`config.mk`:
```
export PLATFORM = sky130hd
export DESIGN_NAME = flag_offset_loader
export DESIGN_NICKNAME = d
export VERILOG_FILES = /design/src/rtl/fol_pkg.sv /design/src/rtl/fol_ctrl.sv /design/src/rtl/fol_datapath.sv /design/src/rtl/flag_offset_loader.sv
export SDC_FILE = /design/constraint.sdc
export NUM_CORES = 1
export LEC_CHECK = 0
export BUFFER_PORTS_ARGS = -buffer_cell sky130_fd_sc_hd__buf_2
export CAP_MARGIN = 10
export CORE_ASPECT_RATIO = 1.4
export CORE_MARGIN = 5
export CORE_UTILIZATION = 30
export DETAILED_ROUTE_END_ITERATION = 6
export SYNTH_ARGS = -nofsm -noshare
export SYNTH_HDL_FRONTEND = slang
export SYNTH_SLANG_ARGS = --single-unit
```
`constraint.sdc`:
```
create_clock -name clk -period 2.4 [get_ports clk]
set_input_delay 0.36 -clock clk [delete_from_list [all_inputs] [get_ports clk]]
set_output_delay 0.36 -clock clk [all_outputs]
set_load 0.005 [all_outputs]
```
`src/rtl/fol_pkg.sv`:
```
package fol_pkg;

  // Strobes from control to datapath for one clock.
  typedef struct packed {
    logic       shift;   // take one serial bit
    logic       commit;  // write a complete word
    logic [1:0] idx;     // target register: 0=Y1 1=X1 2=Y2 3=X2
  } fol_strobe_t;

endpackage

```
`src/rtl/fol_ctrl.sv`:
```
module fol_ctrl
  import fol_pkg::*;
#(
  parameter int W = 16
) (
  input  logic        clk,
  input  logic        mrstN,
  input  logic        selHi,
  input  logic        selEnN,
  input  logic        selData,
  input  logic        portEn,
  input  logic        csN,
  input  logic        wrSel,
  input  logic        mbSel,
  output fol_strobe_t strobe,
  output logic        modeSerial,
  output logic        done,
  output logic        rdyA,
  output logic        rdyC
);

  localparam int CNT_W = (W > 1) ? $clog2(W) : 1;
  localparam logic [CNT_W-1:0] LAST_BIT = CNT_W'(W - 1);

  logic [CNT_W-1:0] bitIdx;
  logic [1:0]       wordIdx;
  logic             serStep;
  logic             parTake;
  logic             lastBit;

  always_comb begin
    serStep       = modeSerial && !selEnN && !done;
    parTake       = !modeSerial && portEn && !csN && wrSel && !mbSel && !done;
    lastBit       = (bitIdx == LAST_BIT);
    strobe.shift  = serStep;
    strobe.commit = parTake || (serStep && lastBit);
    strobe.idx    = wordIdx;
  end

  always_ff @(posedge clk) begin
    if (!mrstN) begin
      modeSerial <= !(selHi && !selEnN && !selData);
      bitIdx     <= '0;
      wordIdx    <= '0;
      done       <= 1'b0;
      rdyA       <= 1'b0;
      rdyC       <= 1'b0;
    end else begin
      if (serStep) begin
        bitIdx <= lastBit ? '0 : bitIdx + 1'b1;
      end
      if (strobe.commit) begin
        if (wordIdx == 2'd3) begin
          done <= 1'b1;
          rdyA <= 1'b1;
          rdyC <= 1'b1;
        end else begin
          wordIdx <= wordIdx + 2'd1;
        end
      end
    end
  end

endmodule

```
`src/rtl/fol_datapath.sv`:
```
module fol_datapath
  import fol_pkg::*;
#(
  parameter int W = 16
) (
  input  logic          clk,
  input  logic          mrstN,
  input  fol_strobe_t   strobe,
  input  logic          modeSerial,
  input  logic          serBit,
  input  logic [W-1:0]  busIn,
  output logic [W-1:0]  offReg [4]
);

  logic [W-2:0] shReg;
  logic [W-1:0] serWord;
  logic [W-1:0] newWord;

  always_comb begin
    serWord = {shReg, serBit};
    newWord = modeSerial ? serWord : busIn;
  end

  always_ff @(posedge clk) begin
    if (!mrstN) begin
      shReg <= '0;
    end else if (strobe.shift) begin
      shReg <= serWord[W-2:0];
    end
  end

  for (genvar g = 0; g < 4; g++) begin : g_off
    always_ff @(posedge clk) begin
      if (!mrstN) begin
        offReg[g] <= '0;
      end else if (strobe.commit && (strobe.idx == 2'(g))) begin
        offReg[g] <= newWord;
      end
    end
  end

endmodule

```
`src/rtl/flag_offset_loader.sv`:
```
module flag_offset_loader
  import fol_pkg::*;
#(
  parameter int W = 16
) (
  input  logic          clk,
  input  logic          mrstN,
  input  logic          selHi,
  input  logic          selEnN,
  input  logic          selData,
  input  logic          portEn,
  input  logic          csN,
  input  logic          wrSel,
  input  logic          mbSel,
  input  logic [W-1:0]  busIn,
  output logic [W-1:0]  offY1,
  output logic [W-1:0]  offX1,
  output logic [W-1:0]  offY2,
  output logic [W-1:0]  offX2,
  output logic          readyA,
  output logic          readyC,
  output logic          loadDone,
  output logic [1:0]    loadIdx
);

  fol_strobe_t  strobe;
  logic         modeSerial;
  logic [W-1:0] offReg [4];

  fol_ctrl #(.W(W)) u_ctrl (
    .clk        (clk),
    .mrstN      (mrstN),
    .selHi      (selHi),
    .selEnN     (selEnN),
    .selData    (selData),
    .portEn     (portEn),
    .csN        (csN),
    .wrSel      (wrSel),
    .mbSel      (mbSel),
    .strobe     (strobe),
    .modeSerial (modeSerial),
    .done       (loadDone),
    .rdyA       (readyA),
    .rdyC       (readyC)
  );

  fol_datapath #(.W(W)) u_dp (
    .clk        (clk),
    .mrstN      (mrstN),
    .strobe     (strobe),
    .modeSerial (modeSerial),
    .serBit     (selData),
    .busIn      (busIn),
    .offReg     (offReg)
  );

  assign offY1   = offReg[0];
  assign offX1   = offReg[1];
  assign offY2   = offReg[2];
  assign offX2   = offReg[3];
  assign loadIdx = strobe.idx;

endmodule

```
[Word-level counts from Yosys, hierarchy flattened]
Index checks and enable logic that the tools add are counted.
Cells by class
  $mul: 0
  shift-type cells: 0
  $add $sub $neg: 2
  mux-type cells: 2
  div/mod/pow operators: 0
  reductions and logical operators: 25
  bitwise operators: 1
  order comparisons: 0
  eq/ne operators: 4
Operator list (number)
  2-to-1 mux 16 bit: 1
  logical AND 1 bit: 14
  logical NOT 1 bit: 7
  adder 4 x 1 -> 4 bit, second input constant: 1
  == test 2 bit, second input constant: 2
  == test 4 bit, second input constant: 1
  2-to-1 mux 4 bit: 1
  AND reduction 2 bit: 2
  adder 2 x 1 -> 2 bit, second input constant: 1
  == test 2 x 1 -> 1 bit, second input constant: 1
  logical NOT 2 bit: 1
  logical OR 1 bit: 1
  NOT 1 bit: 1
Storage, ports and cells
  bits in latches: 0
  bits in registers: 87
  output and inout port bits: 69
  bits in read-only memories: 0
  memories kept: 0
  bits in writable memories: 0

[Logic depth before layout (Yosys ltp)]
Gate-level depths: netlist (run 1).
  depth after elaboration: 8
  depth in mapped cells: 7
  depth with buffers taken out: 5

[Cells and area by module]
From an unflattened synthesis (run 1), not the netlist that was laid out.
Second synthesis, totals
  cell total of the unflattened synthesis: 335
  area, all modules: 3479.6 sq um
Modules (own cells, without submodules)
  fol_datapath: cells each 289, area each 3019.1 sq um, times used 1
  fol_ctrl: cells each 46, area each 460.4 sq um, times used 1

[Least setup slack after synthesis (run 1)]
OpenSTA, ideal clock, no wires.
  path kind: register -> register
  from: register u_ctrl.done
  to: register u_dp.offReg[28] in the netlist's numbering
  period minus slack after synthesis: 1.769 ns
  data arrival time: 1.697 ns
  cell stages (with the launch flop): 6
  path slack: 0.631 ns
  cell sequence: dfxtp_1 -> or4b_4 -> buf_6 -> o22ai_4 -> buf_12 -> mux2i_1
Between the ends
  cells in the longest elaborated chain, start to end: 5
  elaborated cells on any way between the ends: 6
RTL lines
  from (decl): RTL line fol_ctrl.sv:17  | output logic done,
  from (signal assigned): RTL line fol_ctrl.sv:45  | done <= 1'b0;
  from (signal assigned): RTL line fol_ctrl.sv:54  | done <= 1'b1;
  logical NOT 1 bit *: RTL line fol_ctrl.sv:32, fol_ctrl.sv:33
  logical AND 1 bit: RTL line fol_ctrl.sv:32  | serStep = modeSerial && !selEnN && !done;
  logical AND 1 bit: RTL line fol_ctrl.sv:36  | strobe.commit = parTake || (serStep && lastBit);
  logical OR 1 bit *: RTL line fol_ctrl.sv:36
  logical AND 1 bit *: RTL line fol_datapath.sv:36  | end else if (strobe.commit && (strobe.idx == 2'(g))) begin
  to (signal, indexed assignment): RTL line fol_datapath.sv:37  | offReg[g] <= newWord;
  to (decl): RTL line fol_datapath.sv:12  | output logic [W-1:0] offReg [4]
Every way passes the cells marked *; elsewhere a longest branch is shown, timed or not.
A chain may end at the register's enable or synchronous reset.

[Worst setup path after layout (run 1)]
  from: register u_ctrl.modeSerial
  to: register u_dp.offReg[12] in the netlist's numbering
Between the ends
  cells in the longest elaborated chain, start to end: 8
  elaborated cells on any way between the ends: 12
RTL lines
  from (decl): RTL line fol_ctrl.sv:16  | output logic modeSerial,
  from (signal assigned): RTL line fol_ctrl.sv:42  | modeSerial <= !(selHi && !selEnN && !selData);
  logical NOT 1 bit: RTL line fol_ctrl.sv:33  | parTake = !modeSerial && portEn && !csN && wrSel && !mbSel && !done;
  logical AND 1 bit (5 in series): RTL line fol_ctrl.sv:33
  logical OR 1 bit: RTL line fol_ctrl.sv:36
  logical AND 1 bit: RTL line fol_datapath.sv:36
Several ways; a longest one is shown, not always the timed one.

==> results.md, run 1 <==
- flop to flop — CP Class
- 3 — H-Tree Level Count
- false — RSZ-0062 raised after global routing
- multiplexers — dominant combinational cell family by area after synthesis
- simple AND/OR/NAND/NOR gates — cell family with most CP delay
- 0.00881 ns — Fin Clk Skew
- 4.66 — vias per std cell
- completed — outcome
- or4b_4 -> o22ai_2 -> buf_4 -> mux2i_1 — CP Cell Sequence
- 674 mW/mm² — PwrDens
- 0 — diodes inserted
- 0 — # Post-CTS Setup Buffers
- 0.0119 mm² — area of the core
- 0 — total grt overflow
- input pin to flop — Hold WC Path Type
- 0 — count of final max-slew check failures
- 1.96 ns — shortest period the worst path allows
- met4 — uppermost layer routed
- 94 — I/O pin count
- 4 — number of search-and-repair iterations in the first detailed-routing pass
- 23.1% — share of cell area taken by muxes after synthesis
- 55 — maximum number of pins on one net before global-route repair
- sky130_fd_sc_hd__clkbuf_16 — Root Buffer Master
- flop — critical path capture point type
- 30.4% — layout cell share with drive strength beyond 1
- 5160 µm — detailed route wirelength on metal2
- 3830 µm — wire length on met1
- 0.437 ns — worst setup margin
- sky130_fd_sc_hd__dfxtp_1 — flip-flop cell with the highest count after synthesis
- flop — startpoint type of the worst setup path
- 1.72% — adder-cell share of the synthesized area
- 0 — quantity of hold-fixing buffers added after cts
- 2 — number of buffers on the longest clock path
- 2838 — vias in the first global route
- 0 ns — post-route setup TNS
- 0.445 mV — Peak supply drop
- 0.00416 mm² — cell area after placement
- sky130_fd_sc_hd__dfxtp_1 — post-synth top area cell
- 70 — 1st-iter DRT viols
- sky130_fd_sc_hd__dfxtp_1, sky130_fd_sc_hd__mux2i_1, sky130_fd_sc_hd__nand2_1, sky130_fd_sc_hd__mux2_2, sky130_fd_sc_hd__a21oi_1 — synth top area cells
- 0 — remaining antenna violation count
- 103 µm — width of the chip
- 15100 µm — wire length of the first global-routing pass
- 47.3% — fraction of synthesized cell area taken by the top area cell type
- 368 — count of mapped cells out of synthesis
- 47 — std cell rows
- 0.00364 mm² — post-synth design cell area
- 0.292 ns — minimum hold slack
- 0.0145 mm² — area of the die
- 0.640 ns — Worst Max-Slew Pin Slew
- 0 — count of cells resized by post-cts repair
- 57.3% — Rel. slew slack
- 81.8% — final period utilization
- 32 — library cells used by synthesis
- 1 — number of enable flip-flop cells after synthesis
- sky130_fd_sc_hd__nand2_1, sky130_fd_sc_hd__dfxtp_1, sky130_fd_sc_hd__mux2i_1, sky130_fd_sc_hd__a21oi_1, sky130_fd_sc_hd__mux2_2 — top cell types by occurrence after synthesis
- 1 — critical path buffer and inverter count
- 0.00176 µW — leakage
- 0 — number of DRC violations after detailed routing
- 0 — number of warnings printed during yosys synthesis
- 0.63 ns — Worst path max stage delay
- 485 — layout net count
- 0.06 ns — clock transition at the registers of the reported paths
- 0 — number of antenna violations at the first check in global routing
- 0% — share of synthesized registers carrying an async set or reset
- 0 — total count of hold-check failures in the final report
- 13.6% — GRT Total Usage
- sky130_fd_sc_hd__or4b_4 — slowest CP cell
- 7030 µm — detailed placement HPWL
- 17 — Max Fanout on Critical Path
- 87 — number of synthesized register bits
- 0.791 — global placer's final weighted congestion
- 398 — synthesized net count
- 93 — Port-buffer cells
- 509 MHz — peak clock frequency supported by timing
- 2.66 ns — data required time of the critical path
- 0.421 ns — Post-Place Worst Slack
- 15.6% — Post-Synth Simple-Gate Area
- 0% — share of the synthesized netlist area taken by xor and xnor gates
- 2.22 ns — WP data arrival
- 9560 µm — final wirelength
- 2826 — overall via count from detail_route
- 467 µm — total met3 wirelength after detailed routing
- 140 µm — die height
- 48.2% — portion of the post-synthesis area used by sequential elements
- 9 — number of buffers created by CTS
- 0 — count of maximum capacitance violations
- 9.88 µm² — mean area per synthesized cell
- 5.71% — compound-gate portion of the synthesized area
- 15.7 µm — detailed-route wire length per cell
- sky130_fd_sc_hd__nand2_1 — most frequently used cell type in the post-synthesis netlist
- 0 — final setup violating endpoints
- 87 — sinks on the clock net
- 30.6% — starting density of the core
- 0.00446 mm² — Design Area, Final
- 22.7% — Syn-to-layout area delta
- done — TritonCTS clock tree
- 0.33 ns — clock latency on the worst-skew pair
- 37.6% — Final Util
## final timing paths
| check | depth (start not counted) | end | slack, ns | startpoint |
|---|---|---|---|---|
| max | 4 | u_dp.offReg[12] | 0.44 | u_ctrl.modeSerial |
| min | 2 | u_ctrl.modeSerial | 0.29 | selHi |
| max reg2reg | 4 | u_dp.offReg[12] | 0.44 | u_ctrl.modeSerial |
| min reg2reg | 2 | u_dp.offReg[1] | 0.45 | u_dp.offReg[1] |
## placed cells by master (no fill, tap or decap), drive strengths merged
cell	instances
nand4bb	1
buf	102
or3b	2
edfxtp	1
bufinv	1
clkinv	1
nand3	4
nand2	119
mux2i	66
o22ai	5
mux2	16
ha	5
dfxtp	86
nand3b	4
o21ai	2
o21a	1
nor3b	1
a21oi	19
clkbuf	11
or4b	1
a211oi	1
or3	2
o32ai	1
inv	4
clkinvlp	3
nor2	1
## kinds of logic (layout without fill, tap and decap cells)
kind of cell,after synthesis,count (layout)
flip-flops,87,87
AND/OR/NAND/NOR,135,135
AO/OA/AOI/OAI,29,29
adder cells (fa/ha/maj),5,5
multiplexers,82,82
buffers and inverters,30,122
## through the flow
step	total power, µW	cells
floorplan	1590	368
global placement	1640	591
detailed placement	1650	591
CTS	3040	607
global route	3130	607
finish	3010	607
## per-layer routing
layer / GRT usage [%] / vias up
li1: - / 1406
met4: 4.09 / 0
met2: 24.6 / 71
met3: 2.79 / 6
met5: 0 / -
met1: 15.7 / 1343
## final cells by class
class	instances	area, µm²
repair buffers	102	533
flip-flops and latches	87	1750
inverters	4	15.0
multi-input cells	251	1680
well taps	147	184
clock inverters	5	57.6
clock buffers	11	243
fillers	1262	7420
## worst reg2reg max path: stages (launching register included)
cell and delay (ns):
sky130_fd_sc_hd__edfxtp_1 0.45, sky130_fd_sc_hd__or4b_4 0.63, sky130_fd_sc_hd__o22ai_2 0.19, sky130_fd_sc_hd__buf_4 0.36
sky130_fd_sc_hd__mux2i_1 0.25
## state kept, by name (all words and copies together) (netlist names)
| register | cells |
|---|---|
| u_ctrl.done | 1 |
| u_ctrl.modeSerial | 1 |
| u_dp.offReg | 64 |
| u_dp.shReg | 15 |
| u_ctrl.wordIdx | 2 |
| u_ctrl.bitIdx | 4 |
## power breakdown
| group | total [µW] | switching (µW) | internal [µW] | leakage, µW |
|---|---|---|---|---|
| Clock | 1400 | 562 | 833 | 0.000138 |
| Combinational | 151 | 92.4 | 59.1 | 0.000920 |
| Sequential | 1460 | 6.48 | 1450 | 0.000703 |
Note: power is estimated with default switching activity, not from simulation.
==> run 2, diff against run 1 <==
- clock period: 2.4 -> 1.92 ns (I/O delays scaled with it)
==> run 2 against run 1 <==
Critical path type unchanged; first-iteration DRC count rose by 60%; power rose by 30%; critical endpoint is now u_dp.offReg[10]; flip-flop and latch count unchanged; largest cell class unchanged; cell area grew 2.4%; non-clock buffer count grew 1; critical path depth stayed put; highest routed layer unchanged.
==> results.md, run 2 (synthesized netlist as in run 1, its figures left out) <==
- done — TritonCTS clock tree, unchanged
- 2.02 ns — WP data arrival, was 2.22 ns
- sky130_fd_sc_hd__nand2_1, sky130_fd_sc_hd__buf_2, sky130_fd_sc_hd__dfxtp_1, sky130_fd_sc_hd__mux2i_1, sky130_fd_sc_hd__a21oi_1 — highest-count cells in the layout ignoring fill and taps, unchanged
- 64 — Largest register FFs, unchanged
- 0.474 mV — Peak supply drop, was 0.445 mV
- 7020 µm — detailed placement HPWL, was 7030 µm
- 30.6% — starting density of the core, unchanged
- 0 — number of DRC violations after detailed routing, unchanged
- 3 — H-Tree Level Count, unchanged
- u_ctrl.modeSerial — R2R Path Start, unchanged
- 0.0145 mm² — area of the die, unchanged
- 47 — std cell rows, unchanged
- 1.76 ns — shortest period the worst path allows, was 1.96 ns
- 0 — total count of hold-check failures in the final report, unchanged
- 0 — diodes inserted, unchanged
- 0 — remaining antenna violation count, unchanged
- 94 — I/O pin count, unchanged
- 140 µm — die height, unchanged
- u_ctrl.modeSerial — hold worst-path end, unchanged
- flop — startpoint type of the worst setup path, unchanged
- 20.9% — fraction of power spent switching nets, was 22.0%
- 858 mW/mm² — PwrDens, was 674 mW/mm²
- 3920 µW — overall power, was 3010 µW
- 4 — number of search-and-repair iterations in the first detailed-routing pass, unchanged
- selHi — Hold Startpoint, unchanged
- 486 — layout net count, was 485
- 103 µm — width of the chip, unchanged
- 0.16 ns — worst reg2reg setup slack, was 0.44 ns
- 0 — total grt overflow, unchanged
- 9660 µm — final wirelength, was 9560 µm
- 1233 — count of fill cells added during filler insertion, was 1262
- 0 — quantity of hold-fixing buffers added after cts, unchanged
- 9 — number of buffers created by CTS, unchanged
- 13.7% — GRT Total Usage, was 13.6%
- 48.4% — clock network fraction of total power, was 46.4%
- 46.5% — Flop pwr share, was 48.6%
- flop — critical path capture point type, unchanged
- 3100 µW — internal power component, was 2350 µW
- sky130_fd_sc_hd__nand2_1 — most frequent standard cell in the layout excluding fill and tap cells, unchanged
- 4 — FF-to-FF path depth, unchanged
- 0.00181 µW — leakage, was 0.00176 µW
- 2 — cell depth of the worst hold path, unchanged
- 0.33 ns — clock latency on the worst-skew pair, about the same
- 87 — sinks on the clock net, unchanged
- 2 — number of buffers on the longest clock path, unchanged
- 569 MHz — peak clock frequency supported by timing, was 509 MHz
- 2.18 ns — data required time of the critical path, was 2.66 ns
- 2827 — overall via count from detail_route, was 2826
- 0.06 ns — clock transition at the registers of the reported paths, about the same
- 31.0% — layout cell share with drive strength beyond 1, was 30.4%
- 0 — count of maximum capacitance violations, unchanged
- 2897 — vias in the first global route, was 2838
- 15300 µm — wire length of the first global-routing pass, was 15100 µm
- u_dp.offReg: 64 flops, u_dp.shReg: 15 flops, u_ctrl.bitIdx: 4 flops — registers with the most flip-flops, unchanged
- 93 — Port-buffer cells, unchanged
- 58.2% — Rel. slew slack, was 57.3%
- 819 µW — P_sw, was 661 µW
- 5.0% — combinational fraction of design power, about the same
- flop to flop — CP Class, unchanged
- 91.6% — final period utilization, was 81.8%
- 4.65 — vias per std cell, was 4.66
- input pin to flop — Hold WC Path Type, unchanged
- 86 — maximum number of pins on one net before global-route repair, was 55
- 0 — number of antenna violations at the first check in global routing, unchanged
- completed — outcome, unchanged
- 0.0119 mm² — area of the core, unchanged
- 15.9 µm — detailed-route wire length per cell, was 15.7 µm
- 0 — count of final max-slew check failures, unchanged
- 0.801 — global placer's final weighted congestion, was 0.791
- 0.00467 ns — Fin Clk Skew, was 0.00881 ns
- u_dp.offReg — Reg with most FFs, unchanged
- 0 — final setup violating endpoints, unchanged
- 112 — 1st-iter DRT viols, was 70
- sky130_fd_sc_hd__clkbuf_16 — Root Buffer Master, unchanged
- 25.6% — Syn-to-layout area delta, was 22.7%
- 17 — Max Fanout on Critical Path, unchanged
- u_dp.offReg[10] — R2R Path End, was u_dp.offReg[12]
- 0.627 ns — Worst Max-Slew Pin Slew, was 0.640 ns
- 0 ns — post-route setup TNS, unchanged
- false — RSZ-0062 raised after global routing, unchanged
-- run 2: per-layer routing --
layer  vias up  part of all wire (%)  global-route usage [%]
met3        10                   6.1                    3.28
met4         0                   1.2                    4.09
met5         -                     0                       0
li1       1406                     -                       -
met2        75                    53                    24.0
met1      1336                    40                    16.1
-- run 2: worst max path at each step --
stage	start	endpoint
after CTS	u_ctrl.modeSerial	u_dp.offReg[5]
after floorplan	u_ctrl.done	u_dp.offReg[28]
after global routing	u_ctrl.done	u_dp.offReg[5]
final	u_ctrl.modeSerial	u_dp.offReg[10]
after global placement	u_ctrl.done	u_dp.offReg[13]
after detailed placement	u_ctrl.modeSerial	u_dp.offReg[5]
-- run 2: power by group through the flow --
stage | sequential [µW] | clock (µW) | combinational [µW]
global placement | 1860 | 0 | 199
finish | 1820 | 1900 | 197
CTS | 1820 | 1950 | 201
global route | 1820 | 2030 | 216
detailed placement | 1860 | 0 | 199
floorplan | 1860 | 0 | 125
-- run 2: metrics by stage --
step | worst slack (ns) | cells | cell area, µm² | util, % | hold slack [ns]
6_report | 0.161 | 608 | 4570 | 38.5 | 0.224
5_1_grt | 0.0733 | 608 | 4570 | 38.5 | 0.236
4_1_cts | 0.146 | 608 | 4560 | 38.4 | 0.212
3_5_place_dp | 0.144 | 592 | 4230 | 35.6 | 0.446
3_3_place_gp | 0.213 | 592 | 4230 | 35.6 | 0.439
2_1_floorplan | 0.151 | 368 | 3640 | - | 0.424
-- run 2: layout make-up --
class | instances | area (µm²) | area share (%)
clock buffers | 11 | 253 | 5.53
well taps | 147 | 184 | 4.03
flip-flops and latches | 87 | 1750 | 38.3
repair buffers | 103 | 603 | 13.2
inverters | 4 | 15.0 | 0.329
multi-input cells | 251 | 1680 | 36.9
clock inverters | 5 | 78.8 | 1.73
-- run 2: what timing repair did --
item / in CTS / in global routing
gates resized for setup: 0 / 1
endpoints found under the setup margin: 0 / 1
hold endpoints to repair: 0 / 0
setup buffers: 0 / 0
-- run 2: critical path: stages, from the launching register on --
cell and delay, ns:
sky130_fd_sc_hd__edfxtp_1 0.40, sky130_fd_sc_hd__or4b_4 0.62, sky130_fd_sc_hd__o22ai_2 0.25, sky130_fd_sc_hd__buf_12 0.21, sky130_fd_sc_hd__mux2i_1 0.20
